--- src/rtl/dma_circ_pkg.sv ---
// Shared encodings for the circular DMA channel: register indices,
// direction codes, sequencer states and the control-field bundle.
package dma_circ_pkg;

    localparam logic [2:0] REG_CTRL   = 3'd0;
    localparam logic [2:0] REG_SRC    = 3'd1;
    localparam logic [2:0] REG_DST    = 3'd2;
    localparam logic [2:0] REG_COUNT  = 3'd3;
    localparam logic [2:0] REG_REMAIN = 3'd4;
    localparam logic [2:0] REG_STAT   = 3'd5;

    typedef enum logic [1:0] {
        DIR_P2M  = 2'd0,
        DIR_M2P  = 2'd1,
        DIR_M2M  = 2'd2,
        DIR_M2MX = 2'd3
    } dir_e;

    typedef enum logic [1:0] {
        ST_IDLE = 2'd0,
        ST_RD   = 2'd1,
        ST_WR   = 2'd2
    } xfer_st_e;

    typedef struct packed {
        logic tc_ie;
        logic ht_ie;
        logic circ;
        logic per_inc;
        logic mem_inc;
        dir_e dir;
    } ctrl_t;

endpackage

--- src/rtl/dma_circ_regs.sv ---
// Register file of the channel: configuration, enable, sticky flags
// and the interrupt output. Assumes a single-cycle write strobe and a
// combinational read. Configuration is locked while the channel is
// enabled or a burst is still draining.
module dma_circ_regs
    import dma_circ_pkg::*;
#(
    parameter int AW      = 16,
    parameter int DW      = 32,
    parameter int CW      = 16,
    parameter int BURST_W = 2
) (
    input  logic               clk,
    input  logic               rst_n,
    input  logic               reg_we,
    input  logic [2:0]         reg_addr,
    input  logic [DW-1:0]      reg_wdata,
    output logic [DW-1:0]      reg_rdata,
    input  logic               busy,
    input  logic [CW-1:0]      remain,
    input  logic               ev_ht,
    input  logic               ev_tc,
    input  logic               ev_done,
    output ctrl_t              ctrl,
    output logic [BURST_W-1:0] burst,
    output logic [AW-1:0]      src_base,
    output logic [AW-1:0]      dst_base,
    output logic [CW-1:0]      count,
    output logic               en,
    output logic               start,
    output logic               irq
);

    logic ht_flag, tc_flag, err_flag;
    logic wr_ctrl, wr_stat, cfg_open, bad_start;
    logic unused_wdata;

    assign unused_wdata = ^reg_wdata;
    assign wr_ctrl   = reg_we && (reg_addr == REG_CTRL);
    assign wr_stat   = reg_we && (reg_addr == REG_STAT);
    assign cfg_open  = !en && !busy;
    assign start     = wr_ctrl && reg_wdata[0] && cfg_open && (count != '0);
    assign bad_start = wr_ctrl && reg_wdata[0] && cfg_open && (count == '0);
    assign irq       = (ht_flag && ctrl.ht_ie) || (tc_flag && ctrl.tc_ie);

    // Configuration capture, enable control and sticky flags.
    always_ff @(posedge clk) begin
        if (!rst_n) begin
            ctrl     <= '0;
            burst    <= '0;
            src_base <= '0;
            dst_base <= '0;
            count    <= '0;
            en       <= 1'b0;
            ht_flag  <= 1'b0;
            tc_flag  <= 1'b0;
            err_flag <= 1'b0;
        end else begin
            if (cfg_open && reg_we) begin
                unique case (reg_addr)
                    REG_CTRL: begin
                        ctrl.dir     <= dir_e'(reg_wdata[2:1]);
                        ctrl.mem_inc <= reg_wdata[3];
                        ctrl.per_inc <= reg_wdata[4];
                        ctrl.circ    <= reg_wdata[5];
                        ctrl.ht_ie   <= reg_wdata[6];
                        ctrl.tc_ie   <= reg_wdata[7];
                        burst        <= reg_wdata[8 +: BURST_W];
                    end
                    REG_SRC:   src_base <= reg_wdata[AW-1:0];
                    REG_DST:   dst_base <= reg_wdata[AW-1:0];
                    REG_COUNT: count    <= reg_wdata[CW-1:0];
                    default: ;
                endcase
            end
            if (start)                         en <= 1'b1;
            else if (wr_ctrl && !reg_wdata[0]) en <= 1'b0;
            else if (ev_done)                  en <= 1'b0;
            ht_flag  <= ev_ht || (ht_flag && !(wr_stat && reg_wdata[0]));
            tc_flag  <= ev_tc || (tc_flag && !(wr_stat && reg_wdata[1]));
            err_flag <= bad_start || (err_flag && !(wr_stat && reg_wdata[2]));
        end
    end

    // Read multiplexer.
    always_comb begin
        reg_rdata = '0;
        unique case (reg_addr)
            REG_CTRL: begin
                reg_rdata[0]           = en;
                reg_rdata[2:1]         = ctrl.dir;
                reg_rdata[3]           = ctrl.mem_inc;
                reg_rdata[4]           = ctrl.per_inc;
                reg_rdata[5]           = ctrl.circ;
                reg_rdata[6]           = ctrl.ht_ie;
                reg_rdata[7]           = ctrl.tc_ie;
                reg_rdata[8 +: BURST_W] = burst;
            end
            REG_SRC:    reg_rdata = DW'(src_base);
            REG_DST:    reg_rdata = DW'(dst_base);
            REG_COUNT:  reg_rdata = DW'(count);
            REG_REMAIN: reg_rdata = DW'(remain);
            REG_STAT:   reg_rdata[2:0] = {err_flag, tc_flag, ht_flag};
            default: ;
        endcase
    end

endmodule

--- src/rtl/dma_circ_xfer.sv ---
// Word sequencer: accepts peripheral requests, runs bursts of
// read-then-write beats, steps addresses, counts down and emits the
// half, complete and stop events. Assumes one-cycle read latency on
// both the memory and the peripheral data ports.
module dma_circ_xfer
    import dma_circ_pkg::*;
#(
    parameter int AW      = 16,
    parameter int DW      = 32,
    parameter int CW      = 16,
    parameter int BURST_W = 2
) (
    input  logic               clk,
    input  logic               rst_n,
    input  logic               en,
    input  logic               start,
    input  dir_e               dir,
    input  logic               mem_inc,
    input  logic               per_inc,
    input  logic               circ,
    input  logic [BURST_W-1:0] burst,
    input  logic [AW-1:0]      src_base,
    input  logic [AW-1:0]      dst_base,
    input  logic [CW-1:0]      count,
    input  logic               per_req_valid,
    output logic               per_req_ready,
    output logic               busy,
    output logic [CW-1:0]      remain,
    output logic               ev_ht,
    output logic               ev_tc,
    output logic               ev_done,
    output logic [AW-1:0]      mem_addr,
    output logic               mem_re,
    output logic               mem_we,
    output logic [DW-1:0]      mem_wdata,
    input  logic [DW-1:0]      mem_rdata,
    output logic [AW-1:0]      per_addr,
    output logic               per_rd,
    output logic               per_wr,
    output logic [DW-1:0]      per_wdata,
    input  logic [DW-1:0]      per_rdata
);

    xfer_st_e           state;
    logic [AW-1:0]      cur_src, cur_dst;
    logic [BURST_W-1:0] beat;
    logic [CW-1:0]      half, ht_mark;
    logic               src_mem, dst_mem, src_step, dst_step;
    logic               is_m2m, go, last_word, last_beat;
    logic [DW-1:0]      word;

    assign src_mem   = (dir != DIR_P2M);
    assign dst_mem   = (dir != DIR_M2P);
    assign is_m2m    = dir[1];
    assign src_step  = src_mem ? mem_inc : per_inc;
    assign dst_step  = dst_mem ? mem_inc : per_inc;
    assign half      = count >> 1;
    assign ht_mark   = count - half;
    assign last_word = (remain == CW'(1));
    assign last_beat = (beat == burst);
    assign busy      = (state != ST_IDLE);

    assign per_req_ready = (state == ST_IDLE) && en && !is_m2m && per_req_valid;
    assign go            = (state == ST_IDLE) && en && (is_m2m || per_req_valid);

    assign ev_tc   = (state == ST_WR) && last_word;
    assign ev_ht   = (state == ST_WR) && (half != '0) && ((remain - CW'(1)) == ht_mark);
    assign ev_done = ev_tc && !circ;

    assign mem_re    = (state == ST_RD) && src_mem;
    assign per_rd    = (state == ST_RD) && !src_mem;
    assign mem_we    = (state == ST_WR) && dst_mem;
    assign per_wr    = (state == ST_WR) && !dst_mem;
    assign mem_addr  = (state == ST_WR) ? cur_dst : cur_src;
    assign per_addr  = src_mem ? cur_dst : cur_src;
    assign word      = src_mem ? mem_rdata : per_rdata;
    assign mem_wdata = word;
    assign per_wdata = word;

    // Burst sequencing, address stepping and count-down with reload.
    always_ff @(posedge clk) begin
        if (!rst_n) begin
            state   <= ST_IDLE;
            cur_src <= '0;
            cur_dst <= '0;
            remain  <= '0;
            beat    <= '0;
        end else begin
            unique case (state)
                ST_IDLE: begin
                    if (start) begin
                        cur_src <= src_base;
                        cur_dst <= dst_base;
                        remain  <= count;
                    end else if (go) begin
                        state <= ST_RD;
                        beat  <= '0;
                    end
                end
                ST_RD: state <= ST_WR;
                ST_WR: begin
                    beat <= beat + 1'b1;
                    if (last_word) begin
                        state <= ST_IDLE;
                        if (circ) begin
                            cur_src <= src_base;
                            cur_dst <= dst_base;
                            remain  <= count;
                        end else begin
                            remain <= '0;
                        end
                    end else begin
                        remain  <= remain - 1'b1;
                        cur_src <= cur_src + AW'(src_step);
                        cur_dst <= cur_dst + AW'(dst_step);
                        state   <= last_beat ? ST_IDLE : ST_RD;
                    end
                end
                default: state <= ST_IDLE;
            endcase
        end
    end

endmodule

--- src/rtl/dma_circ_top.sv ---
// Top of the circular DMA channel: joins the register file and the
// word sequencer. Assumes the caller's memory and peripheral return
// read data one cycle after the read strobe.
module dma_circ_top
    import dma_circ_pkg::*;
#(
    parameter int AW      = 16,
    parameter int DW      = 32,
    parameter int CW      = 16,
    parameter int BURST_W = 2
) (
    input  logic          clk,
    input  logic          rst_n,
    input  logic          reg_we,
    input  logic [2:0]    reg_addr,
    input  logic [DW-1:0] reg_wdata,
    output logic [DW-1:0] reg_rdata,
    output logic          irq,
    input  logic          per_req_valid,
    output logic          per_req_ready,
    output logic [AW-1:0] per_addr,
    output logic          per_rd,
    output logic          per_wr,
    output logic [DW-1:0] per_wdata,
    input  logic [DW-1:0] per_rdata,
    output logic [AW-1:0] mem_addr,
    output logic          mem_re,
    output logic          mem_we,
    output logic [DW-1:0] mem_wdata,
    input  logic [DW-1:0] mem_rdata
);

    ctrl_t              ctrl;
    logic [BURST_W-1:0] burst;
    logic [AW-1:0]      src_base, dst_base;
    logic [CW-1:0]      count, remain;
    logic               en, start, busy, ev_ht, ev_tc, ev_done;

    dma_circ_regs #(.AW(AW), .DW(DW), .CW(CW), .BURST_W(BURST_W)) u_regs (
        .clk(clk), .rst_n(rst_n),
        .reg_we(reg_we), .reg_addr(reg_addr), .reg_wdata(reg_wdata),
        .reg_rdata(reg_rdata),
        .busy(busy), .remain(remain),
        .ev_ht(ev_ht), .ev_tc(ev_tc), .ev_done(ev_done),
        .ctrl(ctrl), .burst(burst), .src_base(src_base), .dst_base(dst_base),
        .count(count), .en(en), .start(start), .irq(irq)
    );

    dma_circ_xfer #(.AW(AW), .DW(DW), .CW(CW), .BURST_W(BURST_W)) u_xfer (
        .clk(clk), .rst_n(rst_n),
        .en(en), .start(start),
        .dir(ctrl.dir), .mem_inc(ctrl.mem_inc), .per_inc(ctrl.per_inc),
        .circ(ctrl.circ), .burst(burst),
        .src_base(src_base), .dst_base(dst_base), .count(count),
        .per_req_valid(per_req_valid), .per_req_ready(per_req_ready),
        .busy(busy), .remain(remain),
        .ev_ht(ev_ht), .ev_tc(ev_tc), .ev_done(ev_done),
        .mem_addr(mem_addr), .mem_re(mem_re), .mem_we(mem_we),
        .mem_wdata(mem_wdata), .mem_rdata(mem_rdata),
        .per_addr(per_addr), .per_rd(per_rd), .per_wr(per_wr),
        .per_wdata(per_wdata), .per_rdata(per_rdata)
    );

endmodule

--- config.mk ---
export PLATFORM = sky130hd
export DESIGN_NAME = dma_circ_top
export DESIGN_NICKNAME = d
export VERILOG_FILES = /design/src/rtl/dma_circ_pkg.sv /design/src/rtl/dma_circ_regs.sv /design/src/rtl/dma_circ_xfer.sv /design/src/rtl/dma_circ_top.sv
export SDC_FILE = /design/constraint.sdc
export NUM_CORES = 1
export LEC_CHECK = 0
export ABC_AREA = 1
export BUFFER_PORTS_ARGS = -buffer_cell sky130_fd_sc_hd__buf_2
export CORE_ASPECT_RATIO = 1.4
export CORE_UTILIZATION = 31
export DETAILED_ROUTE_END_ITERATION = 7
export PLACE_DENSITY = 0.53
export SLEW_MARGIN = 15
export SYNTH_ARGS = -nofsm -noshare
export SYNTH_HDL_FRONTEND = slang
export SYNTH_HIERARCHICAL = 1
export SYNTH_SLANG_ARGS = --single-unit
--- constraint.sdc ---
create_clock -name clk -period 2.92 [get_ports clk]
set_input_delay 0 -clock clk [delete_from_list [all_inputs] [get_ports clk]]
set_output_delay 0 -clock clk [all_outputs]
set_load 0.05 [all_outputs]
==> metrics.yaml, run 1 <==
run_status:
  outcome: "finished clean"
die:
  pin_count: 237
  fp.dieArea_sq_mm: 0.0283
  die_w_microns: 143
  row_count: 71
  core_region_area_sq_mm: 0.0270
  initial_utilization_pct: 31.8
  die-height_microns: 199
logic_synthesis:
  synth_cells: 1440
  seq_area_frac_synth_pct: 26.4
  synth_area_sq_mm: 0.00858
  synth.distinct_cells: 44
  avgSynthCellArea_sq_um: 5.96
  synth_ff_type: "dfxtp_1"
  synth_warnings: 6
  ys_async_sr_fraction_pct: 0
  ys_ff_latch: 113
  synth_edf_count: 0
timing:
  fin_crit_sh_pct: 90.4
  holdWs_ns: 0.0299
  fin_ws_ns: 0.279
  hold_violations: 0
  drv_slew: 0
  finClkSkew_ns: 0.0121
  finalSetupTns_ns: 0
  worst_slew_pin_slew_ns: 1.02
  relSlewSlack_pct: 31.8
  fmax_mhz: 379
  setup_violations: 0
  grt_setup_unrepaired: "no"
  fin_crit_ns: 2.64
cells_and_area:
  drive_above_1_share_pct: 18.9
  fin_area_sq_mm: 0.0105
  layout_commonest_cell: "nand2_1"
  fillers: 3003
  nNetsFinal: 1756
  diodes: 0
  final_util_pct: 39.0
  final_cell_mix: "432 x nand2_1, 204 x buf_2, 198 x nor2_1"
  synthToLayoutAreaGrowth_pct: 22.9
placed_design:
  place_area_sq_mm: 0.00975
  place_hpwl_microns: 23200
  dpl_worst_slack_ns: 0.224
  port_buffers: 204
  gp_congestion: 0.856
critical_path:
  path_class: "flip-flop to flip-flop"
  cp_max_fo: 25
  worstRegToRegCells: 14
  worstPathRequired_ns: 3.23
  start_kind: "flip-flop"
  rr_startpoint: "u_xfer/state[0]$_SDFFE_PN0P_"
  crit_path_end_kind: "flip-flop"
  rrSetupSlack_ns: 0.28
  worst_r2r_endpoint: "u_xfer/remain[1]$_SDFFE_PN0P_"
  arrival_ns: 2.95
power:
  ir_drop_v: 0.000404
  p_leak_nw: 5.24
  p_per_area_mw_per_mm2: 517
clock_network:
  postCtsSetupRepairBufs: 0
  clkTransAtPathRegs_ns: 0.06
  cts.root.buffer_cell: "clkbuf_16"
  cts_htree_levels: 4
  clk_latency_ns: 0.41
  cts_made_buffers: 17
  cts_tree: "built"
  clockBufferDepth: 2
  clock_sinks: 113
detailed_routing:
  wl_per_cell_microns: 14.9
  ant_nets: 0
  drt_iter0_markers: 566
  dr.pass1.iters: 5
  routed_wl_microns: 29900
  vias: 9510
  vias_per_cell: 4.75
  drc: 0
global_route:
  overflow: 0
  grt_pass1_wl_microns: 46300
  grt_pass1_vias: 8922
  globalRouteTotalUtil_pct: 21.1
  antenna_found_initial: 0
  grt_max_degree: 67
min_path:
  hold_path_end: "u_regs/en$_SDFFE_PN0P_"
  hold_path_class: "input port to flip-flop"
  hold_path_depth: 4
  hold_start: "reg_we"
run:
  maxCapViolations: 0
==> cell families (layout without fill, tap and decap cells) <==
logic type | after synthesis | count (layout) | share of synthesized area, %
compound gates | 255 | 255 | 16.2
xor+xnor | 22 | 22 | 2.25
fa+ha+maj | 30 | 30 | 4.46
buf+inv | 262 | 443 | 14.2
flops | 113 | 113 | 26.4
other cells | 1 | 16 | 0.0437
simple gates | 757 | 757 | 36.5
==> power breakdown <==
group	total (mW)	switching (mW)	internal, mW
combinational	1.58	1.15	0.434
sequential	1.65	0.0580	1.60
clock	2.21	0.740	1.47
total	5.44	1.95	3.50
==> cell usage after synthesis (4+ instances only) <==
cell	count	area, sq um
inv_1	153	574
buf_4	49	368
inv_2	8	30.0
clkbuf_1	27	101
nand2_2	5	31.3
buf_2	19	95.1
or2_2	4	25.0
o221ai_1	4	35.0
a211oi_1	7	52.6
dfxtp_1	113	2260
a21oi_1	69	345
o21ai_1	6	30.0
nand4_1	17	106
a31oi_1	12	75.1
nor2_2	7	43.8
nor2_4	6	67.6
o211ai_1	8	60.1
o22ai_1	4	25.0
xnor2_1	4	35.0
nand2_1	432	1620
nor2_1	201	754
xor2_1	18	158
o21ai_0	137	686
nand3_1	63	315
ha_1	29	363
nor3_1	10	50.1
==> worst max path at each step <==
stage	from	endpoint	slack [ns]	cells past startpoint
finish	u_xfer/state[0]$_SDFFE_PN0P_	u_xfer/remain[1]$_SDFFE_PN0P_	0.28	14
global route	u_xfer/state[0]$_SDFFE_PN0P_	u_xfer/remain[11]$_SDFFE_PN0P_	0.04	16
CTS	u_regs/ctrl[0]$_SDFFE_PN0P_	u_xfer/cur_dst[12]$_SDFFE_PN0P_	0.20	16
detailed placement	u_regs/ctrl[0]$_SDFFE_PN0P_	u_xfer/cur_dst[12]$_SDFFE_PN0P_	0.22	16
global placement	u_regs/ctrl[0]$_SDFFE_PN0P_	u_xfer/cur_dst[12]$_SDFFE_PN0P_	0.28	16
floorplan	u_regs/ctrl[1]$_SDFFE_PN0P_	u_xfer/cur_src[14]$_SDFFE_PN0P_	0.55	15
==> layer usage <==
layer,track usage [%],up-vias,wire (microns)
li1,-,4889,-
met1,23.8,4316,12300
met2,39.9,272,15500
met3,2.46,33,1350
met4,7.96,0,773
met5,0,-,0
==> final cells by class <==
type                       instances  area, sq um  share of cell area (%)
multi-input combinational       1080         5170                    49.1
sequential                       113         2260                    21.5
tap                              365          457                    4.33
inverter                         161          604                    5.74
timing repair buffer             250         1420                    13.5
clock buffer                      22          464                    4.41
clock inverter                    10          158                    1.50
==> registers in the layout (all words and copies together), names as in the netlist <==
name	cells
u_regs/burst	2
u_regs/count	16
u_regs/ctrl	7
u_regs/dst_base	16
u_regs/en	1
u_regs/err_flag	1
u_regs/ht_flag	1
u_regs/src_base	16
u_regs/tc_flag	1
u_xfer/beat	2
u_xfer/cur_dst	16
u_xfer/cur_src	16
u_xfer/remain	16
u_xfer/state	2
==> per-stage QoR <==
stage | power (mW) | cells
finish | 5.44 | 2001
global route | 5.72 | 2001
CTS | 5.49 | 2001
detailed placement | 3.24 | 1953
global placement | 3.24 | 1953
floorplan | 2.90 | 1455
==> what timing repair did <==
action	4_1_cts	5_1_grt
gates resized for setup	0	2
hold endpoints to repair	60	0
hold buffers	16	0
setup endpoints to repair	0	1
==> worst max-delay path, cell delays in order (launching register included) <==
cell and delay (ns):
dfxtp_1 0.34, nor2_1 0.18, inv_1 0.09, nor2_1 0.13
nand2_2 0.17, nor2_4 0.25, nand2_1 0.10, inv_1 0.06
nand2_1 0.06, inv_1 0.05, inv_1 0.05, a21oi_2 0.22
buf_4 0.31, inv_1 0.22, a211oi_1 0.29
Note: power is estimated with default switching activity, not from simulation.
==> inputs of run 2 (changes only) <==
- CORE_ASPECT_RATIO: 1.4 -> 0.7
==> run 2 against run 1 <==
Compared with the run above: register-to-register slack worse by 0.04 ns; die area hardly changed; first-iteration DRC count is 42% higher; power is 0.26% lower; critical path type unchanged; critical endpoint is now u_xfer/cur_dst[12]$_SDFFE_PN0P_; largest power group unchanged.
==> metrics.yaml, run 2 (synthesized netlist as in run 1, its figures left out) <==
run_status:
  outcome: "finished clean"
run:
  maxCapViolations: 0  # unchanged
detailed_routing:
  drt-met1-wl_microns: 16200  # +32%
  ant_nets: 0  # unchanged
  maxUsedRoutingLayer: "met4"
  wl_per_cell_microns: 15.2  # +1.9%
  routed-wl-met2_microns: 12300  # -21%
  wl_met3_microns: 1720  # +27%
  routed_wl_microns: 30400  # +1.5%
  vias: 9566  # +0.59%
  dr.pass1.iters: 5  # unchanged
  vias_per_cell: 4.80  # +0.94%
  drt_iter0_markers: 804  # +42%
  drc: 0  # unchanged
clock_network:
  clk_latency_ns: 0.42  # about the same
  clock_sinks: 113  # unchanged
  cts_htree_levels: 4  # unchanged
  clockBufferDepth: 2  # unchanged
  cts.root.buffer_cell: "clkbuf_16"
  cts_made_buffers: 17  # unchanged
  postCtsSetupRepairBufs: 0  # unchanged
  clkTransAtPathRegs_ns: 0.05  # about the same
  cts_tree: "built"
timing:
  fin_crit_sh_pct: 91.9  # +1.5 points
  worst_slew_pin_slew_ns: 1.10  # +0.0818 ns
  finClkSkew_ns: 0.0103  # -0.00176 ns
  holdWs_ns: 0.0403  # +0.0104 ns
  relSlewSlack_pct: 26.3  # -5.5 points
  fin_crit_ns: 2.68  # +0.0431 ns
  finalSetupTns_ns: 0  # unchanged
  setup_violations: 0  # unchanged
  fin_ws_ns: 0.236  # -0.0431 ns
  fmax_mhz: 373  # -1.6%
  drv_slew: 0  # unchanged
  hold_violations: 0  # unchanged
placed_design:
  dpl_worst_slack_ns: 0.184  # -0.0404 ns
  gp_congestion: 0.854  # -0.25%
  dp.cells: 1946  # -0.36%
  place_area_sq_mm: 0.00970  # -0.47%
  port_buffers: 204  # unchanged
  place_hpwl_microns: 23600  # +1.7%
min_path:
  hold_path_depth: 5  # +1
  hold_path_end: "u_xfer/state[0]$_SDFFE_PN0P_"
  hold_start: "per_req_valid"
  hold_path_class: "input port to flip-flop"
critical_path:
  worstRegToRegCells: 16  # +2
  rrSetupSlack_ns: 0.24  # -0.04 ns
  path_class: "flip-flop to flip-flop"
  worst_r2r_endpoint: "u_xfer/cur_dst[12]$_SDFFE_PN0P_"
  rr_startpoint: "u_regs/ctrl[0]$_SDFFE_PN0P_"
  arrival_ns: 2.93  # -0.02 ns
  crit_path_end_kind: "flip-flop"
  worstPathRequired_ns: 3.17  # -0.06 ns
  cp_max_fo: 4  # -84%
  start_kind: "flip-flop"
die:
  die-height_microns: 141  # -29%
  die_w_microns: 201  # +41%
  core_region_area_sq_mm: 0.0270  # -0.16%
  row_count: 50  # -30%
  pin_count: 237  # unchanged
  initial_utilization_pct: 31.8  # +0.050 points
  fp.dieArea_sq_mm: 0.0283  # about the same
power:
  p_leak_nw: 5.21  # -0.40%
  ir_drop_v: 0.000391  # -3.3%
  fin_total_pwr_mw: 5.43  # -0.26%
  p_per_area_mw_per_mm2: 517  # +0.12%
global_route:
  antenna_found_initial: 0  # unchanged
  grt_pass1_wl_microns: 46700  # +0.83%
  globalRouteTotalUtil_pct: 20.8  # -0.25 points
  grt_pass1_vias: 8360  # -6.3%
  grt_max_degree: 87  # +30%
  overflow: 0  # unchanged
cells_and_area:
  fin_cells: 1994  # -0.35%
  nNetsFinal: 1750  # -0.34%
  fin_area_sq_mm: 0.0105  # -0.38%
  diodes: 0  # unchanged
  final_cell_mix: "431 x nand2_1, 204 x buf_2, 195 x nor2_1"
  synthToLayoutAreaGrowth_pct: 22.4
  final_util_pct: 38.9  # -0.087 points
  drive_above_1_share_pct: 19.0  # +0.070 points
  layout_commonest_cell: "nand2_1"
==> run 2: cell types whose count changed in the layout (fill, tap and decap cells not counted), sizes merged <==
cell and change:
buf -6, clkinvlp -2, bufinv -1, clkinv +3
==> run 2: critical path, stage by stage, from the launching register on <==
cell and delay, ns:
dfxtp_1 0.41, inv_1 0.10, nor2_2 0.12, nand2_1 0.06, o21ai_0 0.08, ha_1 0.23
ha_1 0.21, nand3_1 0.15, nor2_2 0.16, nand2_1 0.11, nor2_2 0.15, nand2_1 0.13
nor2_2 0.17, xor2_1 0.16, nand2_1 0.07, o211ai_1 0.11, a21oi_1 0.09
==> run 2: repair_timing <==
| item | 4_1_cts | 5_1_grt |
|---|---|---|
| resized for setup | 0 | 8 |
| hold buffers | 16 | 0 |
| endpoints found under the hold margin | 60 | 0 |
| setup endpoints to repair | 0 | 6 |
==> run 2: worst max-delay path by stage <==
stage                                 startpoint                         endpoint  slack (ns)  cells after the start
floorplan            u_regs/ctrl[1]$_SDFFE_PN0P_  u_xfer/cur_src[14]$_SDFFE_PN0P_        0.55                     15
global placement    u_regs/count[0]$_SDFFE_PN0P_        u_regs/ht_flag$_SDFF_PN0_        0.22                     20
detailed placement   u_regs/ctrl[0]$_SDFFE_PN0P_  u_xfer/cur_dst[12]$_SDFFE_PN0P_        0.18                     16
CTS                  u_regs/ctrl[0]$_SDFFE_PN0P_  u_xfer/cur_dst[12]$_SDFFE_PN0P_        0.12                     16
global route         u_regs/ctrl[1]$_SDFFE_PN0P_  u_xfer/cur_src[12]$_SDFFE_PN0P_      -0.007                     14
finish               u_regs/ctrl[0]$_SDFFE_PN0P_  u_xfer/cur_dst[12]$_SDFFE_PN0P_        0.24                     16
==> run 2: power by group <==
part	internal, mW	leakage [nW]	switching, mW	total (mW)
logic	0.432	3.99	1.16	1.59
clock network	1.43	0.306	0.756	2.18
registers	1.60	0.916	0.0598	1.66
total	3.45	5.21	1.98	5.43
==> run 2: layout make-up <==
cell class / count / area, sq um
clock buffers: 22 / 484
clock inverters: 10 / 131
fillers: 2955 / 16500
inverters: 161 / 607
multi-input cells: 1080 / 5180
flip-flops and latches: 113 / 2260
well taps: 364 / 455
repair buffers: 244 / 1370
==> run 2: routing by layer <==
metal / global-route usage (%) / vias to the layer above
met4: 3.50 / 0
met1: 33.7 / 4394
met3: 2.73 / 14
met5: 0 / -
li1: - / 4886
met2: 28.6 / 272
==> inputs of run 3 (changes only) <==
- ABC_AREA: 1 -> unset
==> run 3 against run 2 <==
Compared with the run above: cell count shrank 17%; register-to-register slack got worse by 0.07 ns; largest cell class unchanged; critical path type unchanged; sequential power is 4% lower; clock skew decreased by 0.00051 ns; setup slack got worse by 0.067 ns; highest routed layer is now met5; flip-flop and latch count did not move; count of clock-buffer cells in the layout is 1 lower; routed wire length increased by 11%; via count down 5.5%.
==> metrics.yaml, run 3 <==
cells_and_area:
  layout_commonest_cell: "buf_2"
  final_cell_mix: "204 x buf_2, 113 x dfxtp_1, 95 x nand2_1"
  fillers: 2790  # -5.6%
  synthToLayoutAreaGrowth_pct: 23.5
  nNetsFinal: 1419  # -19%
  fin_cells: 1662  # -17%
  drive_above_1_share_pct: 28.5  # +9.5 points
  fin_area_sq_mm: 0.0107  # +1.5%
  diodes: 0  # unchanged
detailed_routing:
  wl_met3_microns: 3230  # +88%
  ant_nets: 0  # unchanged
  routed-wl-met2_microns: 13500  # +9.6%
  drc: 0  # unchanged
  dr.pass1.iters: 5  # unchanged
  vias: 9039  # -5.5%
  drt_iter0_markers: 1020  # +27%
  routed_wl_microns: 33600  # +11%
  maxUsedRoutingLayer: "met5"
  wl_per_cell_microns: 20.2  # +33%
  vias_per_cell: 5.44  # +13%
  drt-met1-wl_microns: 16500  # +1.7%
placed_design:
  dp.cells: 1614  # -17%
  place_hpwl_microns: 25200  # +6.9%
  dpl_worst_slack_ns: 0.143  # -0.0413 ns
  place_area_sq_mm: 0.00988  # +1.9%
  gp_congestion: 0.904  # +5.9%
  port_buffers: 204  # unchanged
die:
  row_count: 50  # unchanged
  pin_count: 237  # unchanged
  initial_utilization_pct: 31.9  # +0.13 points
  core_region_area_sq_mm: 0.0270  # +0.23%
  fp.dieArea_sq_mm: 0.0285  # +0.62%
  die-height_microns: 142  # +0.31%
  die_w_microns: 201  # +0.31%
clock_network:
  cts_htree_levels: 4  # unchanged
  cts_tree: "built"
  clockBufferDepth: 2  # unchanged
  clk_latency_ns: 0.43  # about the same
  clkTransAtPathRegs_ns: 0.06  # about the same
  cts.root.buffer_cell: "clkbuf_16"
  cts_made_buffers: 17  # unchanged
  clock_sinks: 113  # unchanged
critical_path:
  path_class: "flip-flop to flip-flop"
  crit_path_end_kind: "flip-flop"
  arrival_ns: 3.13  # +0.20 ns
  cp_max_fo: 6  # +2
  start_kind: "flip-flop"
  worstPathRequired_ns: 3.30  # +0.13 ns
timing:
  finClkSkew_ns: 0.00983  # -0.000512 ns
  worst_slew_pin_slew_ns: 0.810  # -0.294 ns
  fmax_mhz: 364  # -2.4%
  relSlewSlack_pct: 45.8  # +19 points
  setup_violations: 0  # unchanged
  fin_crit_ns: 2.75  # +0.0671 ns
  drv_slew: 0  # unchanged
  holdWs_ns: 0.115  # +0.0744 ns
  fin_crit_sh_pct: 94.2  # +2.3 points
  fin_ws_ns: 0.169  # -0.0671 ns
  hold_violations: 0  # unchanged
logic_synthesis:
  ys_async_sr_fraction_pct: 0  # unchanged
  avgSynthCellArea_sq_um: 7.80  # +31%
  synth_warnings: 6  # unchanged
  seq_area_frac_synth_pct: 26.2  # -0.16 points
  synth_top_cell_by_area: "dfxtp_1"
  synth_edf_count: 0  # unchanged
  yosysMostFrequentCell: "dfxtp_1"
  synth.distinct_cells: 76  # +73%
  synth_area_sq_mm: 0.00863  # +0.63%
  synth_area_leaders: "dfxtp_1 26%, mux2_2 7.3%, buf_4 4.4%"
  ys_ff_latch: 113  # unchanged
  netlist.area_leader.share_pct: 26.2  # -0.16 points
  synth_commonest_cells: "113 x dfxtp_1, 95 x nand2_1, 95 x nor2_1"
  synth_cells: 1107  # -23%
  synth_ff_type: "dfxtp_1"
global_route:
  globalRouteTotalUtil_pct: 22.8  # +1.9 points
  grt_pass1_vias: 7943  # -5.0%
  antenna_found_initial: 1  # +1
  grt_max_degree: 59  # -32%
  overflow: 0  # unchanged
  grt_pass1_wl_microns: 49200  # +5.4%
power:
  p_leak_nw: 4.38  # -16%
  ir_drop_v: 0.000464  # +19%
  p_per_area_mw_per_mm2: 451  # -13%
run_status:
  outcome: "finished clean"
run:
  maxCapViolations: 0  # unchanged
min_path:
  hold_path_class: "input port to flip-flop"
-- run 3: worst max-delay path: stages (launching register included) --
cell and delay (ns):
dfxtp_1 0.57, inv_1 0.13, ha_1 0.36, nor3b_1 0.36, nand3_1 0.12, or3_1 0.34, a31oi_1 0.18, xnor2_1 0.10
nor4_1 0.20, and4_1 0.23, o21a_1 0.12
-- run 3: where the power goes --
group	switching [mW]	internal, mW	leakage [nW]
logic	0.705	0.328	3.19
registers	0.0301	1.57	0.912
clock network	0.798	1.38	0.281
-- run 3: routing by layer --
layer,up-vias,GRT usage (%)
met2,384,30.2
met3,33,5.37
met1,4342,35.8
met5,-,2.55
met4,4,4.39
li1,4276,-
-- run 3: cell families after synthesis --
logic type                 synth area share, %
xor gates and xnor gates                  4.26
other                                   0.0435
and+or+nand+nor                           21.7
muxes                                     10.2
adders and majority gates                 4.44
AOI/OAI and AO/OA                         23.2
DFF                                       26.2
buffers and inverters                     9.95
-- run 3: metrics by stage --
| stage | utilization (%) | setup TNS, ns | total power [mW] |
|---|---|---|---|
| finish | 39.4 | 0 | 4.80 |
| detailed placement | 36.6 | 0 | 2.63 |
| global route | 39.4 | -0.0371 | 4.94 |
| CTS | 39.4 | 0 | 4.80 |
| floorplan | - | 0 | 2.41 |
| global placement | 36.6 | 0 | 2.63 |
-- run 3: area by class of cell --
class                      instances  area (sq um)  area share (%)
multi-input combinational        849          5600            52.5
timing repair buffer             272          1620            15.2
clock inverter                    10           135            1.27
sequential                       113          2260            21.2
inverter                          33           124            1.16
clock buffer                      21           460            4.32
tap                              364           455            4.27
-- run 3: worst paths after layout --
check	start	to	slack [ns]	cells after the start
max	u_regs/count[10]$_SDFFE_PN0P_	u_regs/ht_flag$_SDFF_PN0_	0.17	10
min	rst_n	u_regs/count[14]$_SDFFE_PN0P_	0.11	2
max reg2reg	u_regs/count[10]$_SDFFE_PN0P_	u_regs/ht_flag$_SDFF_PN0_	0.17	10
min reg2reg	u_regs/err_flag$_SDFF_PN0_	u_regs/err_flag$_SDFF_PN0_	0.50	1
-- run 3: what timing repair did --
item | 4_1_cts | 5_1_grt
endpoints found under the setup margin | 0 | 1
endpoints found under the hold margin | 57 | 0
resized for setup | 0 | 3
hold buffers | 16 | 0
buffers inserted | 0 | 1
